`config.mk`:
```
export PLATFORM = sky130hd
export DESIGN_NAME = pin_crossbar
export DESIGN_NICKNAME = d
export VERILOG_FILES = /design/src/rtl/pxb_pkg.sv /design/src/rtl/pxb_regs.sv /design/src/rtl/pxb_out_route.sv /design/src/rtl/pxb_in_route.sv /design/src/rtl/pin_crossbar.sv
export SDC_FILE = /design/constraint.sdc
export NUM_CORES = 2
export LEC_CHECK = 0
export BUFFER_PORTS_ARGS = -buffer_cell sky130_fd_sc_hd__buf_2
export CORE_UTILIZATION = 35
export CTS_BUF_LIST = sky130_fd_sc_hd__clkbuf_16
export DETAILED_ROUTE_END_ITERATION = 12
export MAX_ROUTING_LAYER = met4
export PLACE_DENSITY = 0.57
export SLEW_MARGIN = 5
export SYNTH_ARGS = -nofsm -noshare
export SYNTH_HDL_FRONTEND = slang
export SYNTH_HIERARCHICAL = 1
export SYNTH_SLANG_ARGS = --single-unit
```
`constraint.sdc`:
```
create_clock -name clk -period 6.85 [get_ports clk]
set_clock_uncertainty 0.15 [all_clocks]
set_input_delay 0.3425 -clock clk [delete_from_list [all_inputs] [get_ports clk]]
set_output_delay 0.3425 -clock clk [all_outputs]
set_load 0.02 [all_outputs]
```
`src/rtl/pxb_pkg.sv`:
```
package pxb_pkg;

    localparam int ADDR_W      = 12;
    localparam int DATA_W      = 16;
    localparam int PAD_STRIDE  = 8;
    localparam int CTL_OFFSET  = 4;
    localparam int SNK_BASE    = 256;
    localparam int PORT_STRIDE = 64;
    localparam int WORD_STRIDE = 4;
    localparam int PSNK_BASE   = 512;
    localparam int SRC_GPIO_BASE = 1;
    localparam int SNK_PAD_BASE  = 1;

    typedef enum logic [2:0] {
        RK_NONE,
        RK_PAD_SEL,
        RK_PAD_CTL,
        RK_GPIO_SNK,
        RK_PERIPH_SNK
    } reg_kind_e;

    typedef struct packed {
        reg_kind_e  kind;
        logic [7:0] idx;
    } reg_hit_t;

    typedef struct packed {
        logic pull_dn;
        logic pull_up;
        logic in_en;
    } pad_ctl_t;

    function automatic reg_hit_t decode_addr(input logic [ADDR_W-1:0] a,
                                             input int n_pads,
                                             input int n_ports,
                                             input int bits_pp,
                                             input int n_psnk);
        reg_hit_t h;
        int ai;
        int off;
        int p;
        int b;
        h.kind = RK_NONE;
        h.idx  = '0;
        ai = int'(a);
        if (ai % WORD_STRIDE == 0) begin
            if (ai < n_pads * PAD_STRIDE) begin
                h.kind = ((ai % PAD_STRIDE) == CTL_OFFSET) ? RK_PAD_CTL : RK_PAD_SEL;
                h.idx  = 8'(ai / PAD_STRIDE);
            end else if (ai >= SNK_BASE && ai < SNK_BASE + n_ports * PORT_STRIDE) begin
                off = ai - SNK_BASE;
                p   = off / PORT_STRIDE;
                b   = (off % PORT_STRIDE) / WORD_STRIDE;
                if (b < bits_pp) begin
                    h.kind = RK_GPIO_SNK;
                    h.idx  = 8'(p * bits_pp + b);
                end
            end else if (ai >= PSNK_BASE && ai < PSNK_BASE + n_psnk * WORD_STRIDE) begin
                h.kind = RK_PERIPH_SNK;
                h.idx  = 8'((ai - PSNK_BASE) / WORD_STRIDE);
            end
        end
        return h;
    endfunction

endpackage

```
`src/rtl/pxb_regs.sv`:
```
module pxb_regs
    import pxb_pkg::*;
#(
    parameter int NUM_PADS   = 16,
    parameter int GPIO_PORTS = 2,
    parameter int GPIO_BITS  = 16,
    parameter int NUM_PSNK   = 1,
    parameter int SRC_SEL_W  = 6,
    parameter int SNK_SEL_W  = 5,
    localparam int NGPIO     = GPIO_PORTS * GPIO_BITS
) (
    input  logic                               clk,
    input  logic                               rst,
    input  logic                               reg_wr,
    input  logic [ADDR_W-1:0]                  reg_addr,
    input  logic [DATA_W-1:0]                  reg_wdata,
    output logic [DATA_W-1:0]                  reg_rdata,
    output logic [NUM_PADS-1:0][SRC_SEL_W-1:0] pad_sel,
    output pad_ctl_t [NUM_PADS-1:0]            pad_ctl,
    output logic [NGPIO-1:0][SNK_SEL_W-1:0]    gsnk_sel,
    output logic [NUM_PSNK-1:0][SNK_SEL_W-1:0] psnk_sel
);

    reg_hit_t hit;
    logic     unused_wdata;

    assign hit = decode_addr(reg_addr, NUM_PADS, GPIO_PORTS, GPIO_BITS, NUM_PSNK);
    assign unused_wdata = ^reg_wdata;

    for (genvar i = 0; i < NUM_PADS; i++) begin : g_pad
        always_ff @(posedge clk) begin
            if (rst) begin
                pad_sel[i] <= '0;
                pad_ctl[i] <= '0;
            end else if (reg_wr && hit.idx == 8'(i)) begin
                if (hit.kind == RK_PAD_SEL)
                    pad_sel[i] <= reg_wdata[SRC_SEL_W-1:0];
                if (hit.kind == RK_PAD_CTL)
                    pad_ctl[i] <= reg_wdata[$bits(pad_ctl_t)-1:0];
            end
        end
    end

    for (genvar s = 0; s < NGPIO; s++) begin : g_gsnk
        always_ff @(posedge clk) begin
            if (rst)
                gsnk_sel[s] <= '0;
            else if (reg_wr && hit.kind == RK_GPIO_SNK && hit.idx == 8'(s))
                gsnk_sel[s] <= reg_wdata[SNK_SEL_W-1:0];
        end
    end

    for (genvar k = 0; k < NUM_PSNK; k++) begin : g_psnk
        always_ff @(posedge clk) begin
            if (rst)
                psnk_sel[k] <= '0;
            else if (reg_wr && hit.kind == RK_PERIPH_SNK && hit.idx == 8'(k))
                psnk_sel[k] <= reg_wdata[SNK_SEL_W-1:0];
        end
    end

    always_comb begin
        reg_rdata = '0;
        for (int i = 0; i < NUM_PADS; i++) begin
            if (hit.idx == 8'(i) && hit.kind == RK_PAD_SEL)
                reg_rdata = DATA_W'(pad_sel[i]);
            if (hit.idx == 8'(i) && hit.kind == RK_PAD_CTL)
                reg_rdata = DATA_W'(pad_ctl[i]);
        end
        for (int s = 0; s < NGPIO; s++)
            if (hit.idx == 8'(s) && hit.kind == RK_GPIO_SNK)
                reg_rdata = DATA_W'(gsnk_sel[s]);
        for (int k = 0; k < NUM_PSNK; k++)
            if (hit.idx == 8'(k) && hit.kind == RK_PERIPH_SNK)
                reg_rdata = DATA_W'(psnk_sel[k]);
    end

    a_r9_unmapped_reads_zero: assert property (@(posedge clk) disable iff (rst)
        (hit.kind == RK_NONE) |-> (reg_rdata == '0));

    a_r10_pad0_write_lands: assert property (@(posedge clk) disable iff (rst)
        (reg_wr && reg_addr == '0) |=> (pad_sel[0] == $past(reg_wdata[SRC_SEL_W-1:0])));

endmodule

```
`src/rtl/pxb_out_route.sv`:
```
module pxb_out_route
    import pxb_pkg::*;
#(
    parameter int NUM_PADS  = 16,
    parameter int NGPIO     = 32,
    parameter int NUM_PSRC  = 1,
    parameter int SRC_SEL_W = 6
) (
    input  logic                               clk,
    input  logic                               rst,
    input  logic [NUM_PADS-1:0][SRC_SEL_W-1:0] pad_sel,
    input  logic [NGPIO-1:0]                   gpio_drv,
    input  logic [NGPIO-1:0]                   gpio_drv_en,
    input  logic [NUM_PSRC-1:0]                periph_src,
    output logic [NUM_PADS-1:0]                pad_out,
    output logic [NUM_PADS-1:0]                pad_oe
);

    localparam int PSRC_BASE = SRC_GPIO_BASE + NGPIO;

    for (genvar i = 0; i < NUM_PADS; i++) begin : g_pad
        always_comb begin
            pad_out[i] = 1'b0;
            pad_oe[i]  = 1'b0;
            for (int s = 0; s < NGPIO; s++) begin
                if (pad_sel[i] == SRC_SEL_W'(SRC_GPIO_BASE + s)) begin
                    pad_out[i] = gpio_drv[s];
                    pad_oe[i]  = gpio_drv_en[s];
                end
            end
            for (int k = 0; k < NUM_PSRC; k++) begin
                if (pad_sel[i] == SRC_SEL_W'(PSRC_BASE + k)) begin
                    pad_out[i] = periph_src[k];
                    pad_oe[i]  = 1'b1;
                end
            end
        end

        a_r2_idle_pad_quiet: assert property (@(posedge clk) disable iff (rst)
            (pad_sel[i] == '0) |-> (!pad_oe[i] && !pad_out[i]));

        a_r2_periph_always_enabled: assert property (@(posedge clk) disable iff (rst)
            (pad_sel[i] == SRC_SEL_W'(PSRC_BASE)) |-> pad_oe[i]);
    end

endmodule

```
`src/rtl/pxb_in_route.sv`:
```
module pxb_in_route
    import pxb_pkg::*;
#(
    parameter int NUM_PADS  = 16,
    parameter int NUM_SINKS = 33,
    parameter int SNK_SEL_W = 5
) (
    input  logic                                clk,
    input  logic                                rst,
    input  logic [NUM_SINKS-1:0][SNK_SEL_W-1:0] sink_sel,
    input  logic [NUM_PADS-1:0]                 pad_in,
    input  logic [NUM_PADS-1:0]                 pad_ie,
    output logic [NUM_SINKS-1:0]                sink_val
);

    for (genvar s = 0; s < NUM_SINKS; s++) begin : g_sink
        always_comb begin
            sink_val[s] = 1'b0;
            for (int j = 0; j < NUM_PADS; j++)
                if (sink_sel[s] == SNK_SEL_W'(SNK_PAD_BASE + j))
                    sink_val[s] = pad_in[j] & pad_ie[j];
        end

        a_r4_unrouted_sink_zero: assert property (@(posedge clk) disable iff (rst)
            (sink_sel[s] == '0) |-> !sink_val[s]);
    end

    a_r5_no_enabled_input: assert property (@(posedge clk) disable iff (rst)
        ((pad_in & pad_ie) == '0) |-> (sink_val == '0));

endmodule

```
`src/rtl/pin_crossbar.sv`:
```
module pin_crossbar
    import pxb_pkg::*;
#(
    parameter int NUM_PADS   = 16,
    parameter int GPIO_PORTS = 2,
    parameter int GPIO_BITS  = 16,
    parameter int NUM_PSRC   = 1,
    parameter int NUM_PSNK   = 1,
    localparam int NGPIO     = GPIO_PORTS * GPIO_BITS,
    localparam int SRC_SEL_W = $clog2(SRC_GPIO_BASE + NGPIO + NUM_PSRC),
    localparam int SNK_SEL_W = $clog2(SNK_PAD_BASE + NUM_PADS)
) (
    input  logic                 clk,
    input  logic                 rst,
    input  logic                 reg_wr,
    input  logic [ADDR_W-1:0]    reg_addr,
    input  logic [DATA_W-1:0]    reg_wdata,
    output logic [DATA_W-1:0]    reg_rdata,
    input  logic [NGPIO-1:0]     gpio_drv,
    input  logic [NGPIO-1:0]     gpio_drv_en,
    output logic [NGPIO-1:0]     gpio_rcv,
    input  logic [NUM_PSRC-1:0]  periph_src,
    output logic [NUM_PSNK-1:0]  periph_snk,
    input  logic [NUM_PADS-1:0]  pad_in,
    output logic [NUM_PADS-1:0]  pad_out,
    output logic [NUM_PADS-1:0]  pad_oe,
    output logic [NUM_PADS-1:0]  pad_pu,
    output logic [NUM_PADS-1:0]  pad_pd
);

    localparam int NUM_SINKS = NGPIO + NUM_PSNK;

    logic [NUM_PADS-1:0][SRC_SEL_W-1:0] pad_sel;
    pad_ctl_t [NUM_PADS-1:0]            pad_ctl;
    logic [NGPIO-1:0][SNK_SEL_W-1:0]    gsnk_sel;
    logic [NUM_PSNK-1:0][SNK_SEL_W-1:0] psnk_sel;
    logic [NUM_SINKS-1:0][SNK_SEL_W-1:0] sink_sel;
    logic [NUM_SINKS-1:0]               sink_val;
    logic [NUM_PADS-1:0]                pad_ie;

    pxb_regs #(
        .NUM_PADS  (NUM_PADS),
        .GPIO_PORTS(GPIO_PORTS),
        .GPIO_BITS (GPIO_BITS),
        .NUM_PSNK  (NUM_PSNK),
        .SRC_SEL_W (SRC_SEL_W),
        .SNK_SEL_W (SNK_SEL_W)
    ) u_regs (
        .clk      (clk),
        .rst      (rst),
        .reg_wr   (reg_wr),
        .reg_addr (reg_addr),
        .reg_wdata(reg_wdata),
        .reg_rdata(reg_rdata),
        .pad_sel  (pad_sel),
        .pad_ctl  (pad_ctl),
        .gsnk_sel (gsnk_sel),
        .psnk_sel (psnk_sel)
    );

    for (genvar i = 0; i < NUM_PADS; i++) begin : g_ctl
        assign pad_ie[i] = pad_ctl[i].in_en;
        assign pad_pu[i] = pad_ctl[i].pull_up;
        assign pad_pd[i] = pad_ctl[i].pull_dn;
    end

    pxb_out_route #(
        .NUM_PADS (NUM_PADS),
        .NGPIO    (NGPIO),
        .NUM_PSRC (NUM_PSRC),
        .SRC_SEL_W(SRC_SEL_W)
    ) u_out (
        .clk        (clk),
        .rst        (rst),
        .pad_sel    (pad_sel),
        .gpio_drv   (gpio_drv),
        .gpio_drv_en(gpio_drv_en),
        .periph_src (periph_src),
        .pad_out    (pad_out),
        .pad_oe     (pad_oe)
    );

    assign sink_sel = {psnk_sel, gsnk_sel};

    pxb_in_route #(
        .NUM_PADS (NUM_PADS),
        .NUM_SINKS(NUM_SINKS),
        .SNK_SEL_W(SNK_SEL_W)
    ) u_in (
        .clk     (clk),
        .rst     (rst),
        .sink_sel(sink_sel),
        .pad_in  (pad_in),
        .pad_ie  (pad_ie),
        .sink_val(sink_val)
    );

    assign gpio_rcv   = sink_val[NGPIO-1:0];
    assign periph_snk = sink_val[NUM_SINKS-1:NGPIO];

    a_r1_reset_clears_outputs: assert property (@(posedge clk)
        $past(rst) |-> (pad_oe == '0 && pad_pu == '0 && pad_pd == '0));

endmodule

```
# --- After elaboration in Yosys (flattened, before gate mapping) ---
# Index checks and enable logic that the tools add are counted.
classes:
  n_addsub: 6
  magnitude_cmp: 6
  n_eq_ne: 1092
  n_mux: 1655
  bitwise_logic: 19
  reduce_logical: 155
op_table:
  columns: ["operator", "n"]
  rows:
  - ["two-way mux 1 bit", 1584]
  - ["equality test 6 x 5 -> 1 bit, second input constant", 256]
  - ["equality test 5 x 4 -> 1 bit, second input constant", 264]
  - ["equality test 6 x 4 -> 1 bit, second input constant", 128]
  - ["equality test 5 x 3 -> 1 bit, second input constant", 132]
  - ["two-way mux 6 bit", 65]
  - ["equality test 6 x 3 -> 1 bit, second input constant", 64]
  - ["equality test 5 x 2 -> 1 bit, second input constant", 66]
  - ["equality test 6 x 2 -> 1 bit, second input constant", 32]
  - ["equality test 6 bit, second input constant", 32]
  - ["equality test 5 x 1 -> 1 bit, second input constant", 33]
  - ["equality test 5 bit, second input constant", 33]
  - ["equality test 8 x 5 -> 1 bit, second input constant", 16]
  - ["logical AND 1 bit", 118]
  - ["equality test 6 x 1 -> 1 bit, second input constant", 16]
  - ["equality test 8 x 4 -> 1 bit, second input constant", 8]
  - ["AND reduction 2 bit", 32]
  - ["two-way mux 11 bit", 4]
  - ["adder 32 x 1 -> 32 bit", 1]
  - ["equality test 8 x 3 -> 1 bit, second input constant", 4]
  - ["logical NOT 32 bit", 1]
  - ["< comparator 32 x 6 -> 1 bit, second input constant", 1]
  - ["AND 1 bit", 19]
  - ["equality test 8 x 2 -> 1 bit, second input constant", 2]
  - ["19 further kinds", 22]
word_totals:
  ff_bits: 309
  in_bits: 112
  output_inout_bits: 113
  elab_cells: 3030

# --- Depth between registers and ports, before layout ---
depth:
  word_depth: 77
  ltp_mapped: 26
  mapped_depth_nobuf: 23

# --- Hierarchy ---
# Netlist, hierarchy kept.
modules_own_cells:
  columns: ["module", "n_inst", "cells_each", "area_each_um2", "seq_area_each_um2"]
  rows:
  - ["pxb_regs", 1, 2068, 15934.0, 6185.9]
  - ["pxb_out_route", 1, 2307, 14619.0, 0.0]
  - ["pxb_in_route", 1, 1276, 7168.1, 0.0]

# --- Least setup slack after synthesis ---
# Ideal clock, no wire load.
synth_path:
  kind: "in2out"
  startpoint: "in reg_addr[8]"
  endpoint: "out reg_rdata[3]"
  t_arrival_ps: 5613
  required_time_ps: 6358
  setup_slack_ps: 745
  path_stages: 21
  n_path_buf: 2
  cell_sequence: "clkbuf_1 > inv_1 > ha_1 > nand2_1 > a21oi_1 > ha_1 > ha_1 > fa_1 > xor2_1 > o21ai_1 > a21oi_1 > a2bb2oi_1 > or4b_1 > buf_4 > or2_4 > nor2_4 > a311oi_1 > a222oi_1 > o221ai_1 > a2111o_1 > a222oi_1"
synth_between:
  elab_chain_cells: 76
  elab_cells_between_ends: 188
  classes_between: "6 x add/sub; 6 x order compare; 35 x eq/ne; 70 x mux; 3 x bitwise; 68 x reduce/logical"
synth_lines:
  columns: ["item", "line_no", "text"]
  rows:
  - ["from (decl)", "pin_crossbar.sv:16", "input logic [ADDR_W-1:0] reg_addr,"]
  - ["subtractor 12 x 9 -> 13 bit", "pxb_pkg.sv:51", "off = ai - SNK_BASE;"]
  - ["AND 1 bit (no line) (2 in series)", null, null]
  - ["adder 32 x 1 -> 32 bit (no line)", null, null]
  - ["< comparator 32 x 6 -> 1 bit / adder 8 bit (equally long branches)", "pxb_pkg.sv:54, pxb_pkg.sv:56", null]
  - ["two-way mux 10 bit", "pxb_pkg.sv:54", "if (b < bits_pp) begin"]
  - ["two-way mux 11 bit", "pxb_pkg.sv:50", "end else if (ai >= SNK_BASE && ai < SNK_BASE + n_ports * PORT_STRIDE) begin"]
  - ["two-way mux 11 bit *", "pxb_pkg.sv:47", "if (ai < n_pads * PAD_STRIDE) begin"]
  - ["two-way mux 11 bit *", "pxb_pkg.sv:46", "if (ai % WORD_STRIDE == 0) begin"]
  - ["[... 28 more ...]", null, null]
  - ["two-way mux 6 bit", "pxb_regs.sv:65", "if (hit.idx == 8'(i) && hit.kind == RK_PAD_SEL)"]
  - ["two-way mux 6 bit", "pxb_regs.sv:67", "if (hit.idx == 8'(i) && hit.kind == RK_PAD_CTL)"]
  - ["two-way mux 6 bit", "pxb_regs.sv:65", null]
  - ["two-way mux 6 bit", "pxb_regs.sv:67", null]
  - ["two-way mux 6 bit", "pxb_regs.sv:65", null]
  - ["two-way mux 6 bit", "pxb_regs.sv:67", null]
  - ["two-way mux 6 bit (32 in series)", "pxb_regs.sv:71", "if (hit.idx == 8'(s) && hit.kind == RK_GPIO_SNK)"]
  - ["two-way mux 6 bit *", "pxb_regs.sv:74", "if (hit.idx == 8'(k) && hit.kind == RK_PERIPH_SNK)"]
  - ["to (decl)", "pin_crossbar.sv:18", "output logic [DATA_W-1:0] reg_rdata,"]
# Every way passes the cells marked *; elsewhere a longest branch is shown, timed or not.

# --- Worst setup path after layout ---
# Same ends and word-level chain as after synthesis.

==> flow_summary.json <==
{
  "final_cell_mix": "630 x nand2_1, 601 x nor2_1, 537 x a21oi_1",
  "cts_root_buf": "clkbuf_16",
  "r2r_slack_ns": 5.32,
  "wl_per_cell_um": 30.5,
  "seq_area_frac_synth": 0.164,
  "final_util": 0.380,
  "synthMuxAreaShare": 0.117,
  "nFillCells": 11504,
  "multiInputGateArea_sq_mm": 0.0287,
  "drive_gt1_frac": 0.113,
  "grt_pass1_vias": 41342,
  "cts_tree": "done",
  "num_vias": 47793,
  "instances_no_fill": 6899,
  "grtUsageTotal": 0.375,
  "cts.sinks": 309,
  "critical_path_buf_inv_count": 4,
  "initialDrtViolationCount": 8069,
  "htree_levels": 2,
  "ys_seq_elements": 309,
  "crit_top_cell": "ha_1",
  "setup_viol": 0,
  "cp-end-kind": "output pin",
  "cts_buffers": 37,
  "synth_top_family_by_area": "compound AO/OA/AOI/OAI gates",
  "start_util": 0.353,
  "postPlaceCellArea_sq_mm": 0.0394,
  "antenna_found_initial": 12,
  "post-route-period-util": 0.960,
  "min_to": "u_regs/pad_sel[5]$_SDFFE_PP0P_",
  "grt_remaining_overflow": 0,
  "finalHoldViolCount": 0,
  "die_w_um": 330,
  "slowest_stage": "or4b_4",
  "worstHoldPathType": "input port to flop",
  "yosys_warnings": 6,
  "clock_latency_ns": 0.58,
  "fin_crit_ns": 6.58,
  "syn_inst": 5651,
  "syn_to_final_growth_pct": 7.66,
  "crit-reg2reg-launch": "u_regs/pad_sel[84]$_SDFFE_PP0P_",
  "fp.dieH_um": 330,
  "post-route-drc-count": 0,
  "routedLengthMet1_mm": 79.4,
  "drv_cap": 0,
  "wl_met2_mm": 88.5,
  "drt-total-wl_mm": 210,
  "avgSynthCellArea_sq_um": 6.68,
  "final_nets": 5595,
  "cts_buffer_depth": 3,
  "dieArea_sq_mm": 0.109,
  "rows": 120,
  "route.top_layer_used": "met4",
  "ant_nets": 0,
  "crit_family": "compound AO/OA/AOI/OAI gates",
  "fmax_ghz": 0.152,
  "worst_pin_slew_ns": 1.18,
  "synth_area_sq_mm": 0.0377,
  "synth_xor_area_frac": 0.00279,
  "io_buffers": 204,
  "tns_ns": 0,
  "r2r_end": "u_regs/pad_sel[84]$_SDFFE_PP0P_",
  "synthAdderAreaFrac": 0.00750,
  "worstPathRequired_ns": 6.36,
  "yosys.area_share.simple": 0.285,
  "powerDensity_mw_per_mm2": 109,
  "synthArstFlopShare": 0,
  "ir_drop_mv": 0.164,
  "regArea_sq_mm": 0.00620,
  "hpwl_mm": 138,
  "clk_pin_slew_ns": 0.06,
  "grt_max_degree": 143,
  "synth_compound_area_frac": 0.345,
  "layout_commonest_cell": "nand2_1",
  "wl_met3_mm": 24.0,
  "grt_pass1_wl_mm": 296,
  "slew_viol_final": 0,
  "synth_edf_count": 0,
  "drt-pass1-iter-count": 9,
  "run_status": "finished clean",
  "synth_cell_types": 113,
  "min_from": "reg_wdata[5]",
  "hold_buffers": 0,
  "avgViaCountPerCell": 6.93,
  "startpoint": "reg_addr[8]",
  "hold_path_depth": 3,
  "maxSlewHeadroom": 0.201,
  "p_leak_nw": 13.4,
  "place_inst": 6825,
  "ys.flop_type": "dfxtp_1",
  "arrival_ns": 6.08,
  "critPathLaunchType": "input port",
  "criticalPathCategory": "input port to output pin",
  "core_area_sq_mm": 0.107,
  "routabilityCongestion": 1.05,
  "rsz0062_at_grt": "false",
  "finalInstanceArea_sq_mm": 0.0406,
  "cp_max_fo": 8,
  "slowest_delay_ns": 0.56,
  "r2r_cells": 2,
  "pin_count": 225
}
registers in the layout, summed over array words and instances (netlist names):
register,flops
u_regs/pad_ctl,48
u_regs/pad_sel,96
u_regs/psnk_sel,5
u_regs/gsnk_sel,160
tightest hold or removal path, stage by stage:
cell,delay [ns]
buf_2,0.24
nand3_1,0.12
a21oi_1,0.06
how the worst max path moves through the flow:
| stage | end | slack, ns | depth (start not counted) |
|---|---|---|---|
| after global placement | reg_rdata[3] | 0.17 | 25 |
| after global routing | reg_rdata[3] | 0.003 | 25 |
| after detailed placement | reg_rdata[3] | 0.07 | 25 |
| after floorplan | reg_rdata[3] | 0.74 | 21 |
| after CTS | reg_rdata[3] | 0.06 | 25 |
| final | reg_rdata[3] | 0.27 | 25 |
per-stage QoR:
stage	power (mW)	hold WS, ns	worst slack, ns
after floorplan	2.13	0.288	0.745
after global placement	2.44	0.324	0.166
after detailed placement	2.44	0.330	0.0726
after CTS	4.39	0.0684	0.0564
after global routing	4.49	0.101	0.00265
final	4.42	0.0881	0.274
report_power, final:
group	switching [mW]	internal, mW	total, mW
registers	0.000993	1.80	1.80
clock network	0.904	1.07	1.98
logic	0.510	0.130	0.641
final cells by class:
type,instances,share of cell area
antenna,7,0.000431
sequential,309,0.153
tap,1403,0.0432
multi-input combinational,4634,0.707
clock buffer,37,0.0228
inverter,100,0.00924
clock inverter,30,0.00585
timing repair buffer,379,0.0590
cells by family after synthesis:
group	Yosys count
AND/OR/NAND/NOR	2196
AO/OA/AOI/OAI	2011
buffers and inverters	717
multiplexers	383
flip-flops	309
adder cells (fa/ha/maj)	22
XOR/XNOR	12
other	1
Yosys cell counts, types with 19 or more instances:
library cell,instances,area [sq um]
a2111oi_0,20,175
o32ai_1,37,324
o21ai_0,425,2130
a31oi_1,96,601
inv_1,94,353
buf_1,44,165
o21ai_1,40,200
a21oi_1,538,2690
nand3b_1,36,270
a221oi_1,42,368
nor3b_1,21,158
a21boi_0,19,143
nor4_1,37,231
mux4_2,42,946
a311oi_1,22,193
a22oi_1,60,450
a32oi_1,20,175
nand4_1,36,225
or3_1,26,163
nor3_1,130,651
a21o_1,19,143
mux2_2,47,529
clkbuf_1,436,1640
o31ai_1,37,278
o211ai_1,82,616
and2_1,31,194
ha_1,21,263
dfxtp_1,309,6190
buf_2,114,571
o21a_1,30,225
nor2_1,603,2260
o22a_1,22,193
and3_1,49,307
o2111ai_1,21,184
nor2b_1,97,607
nand3_1,294,1470
nand2b_1,66,413
o221ai_1,57,499
o22ai_1,125,782
a211oi_1,79,593
mux2i_1,290,2900
nand2_1,630,2360
routing by layer:
layer  up-vias  global-route usage
li1      20802                   -
met1     22356               0.462
met2      3625               0.549
met3      1010              0.0686
met4         0               0.266
met5         -                   -
repair_timing:
action / in CTS / in global routing
buffers inserted: 0 / 0
setup endpoints to repair: 0 / 2
gates resized for setup: 0 / 7
Power figures use the tool's default switching activity.
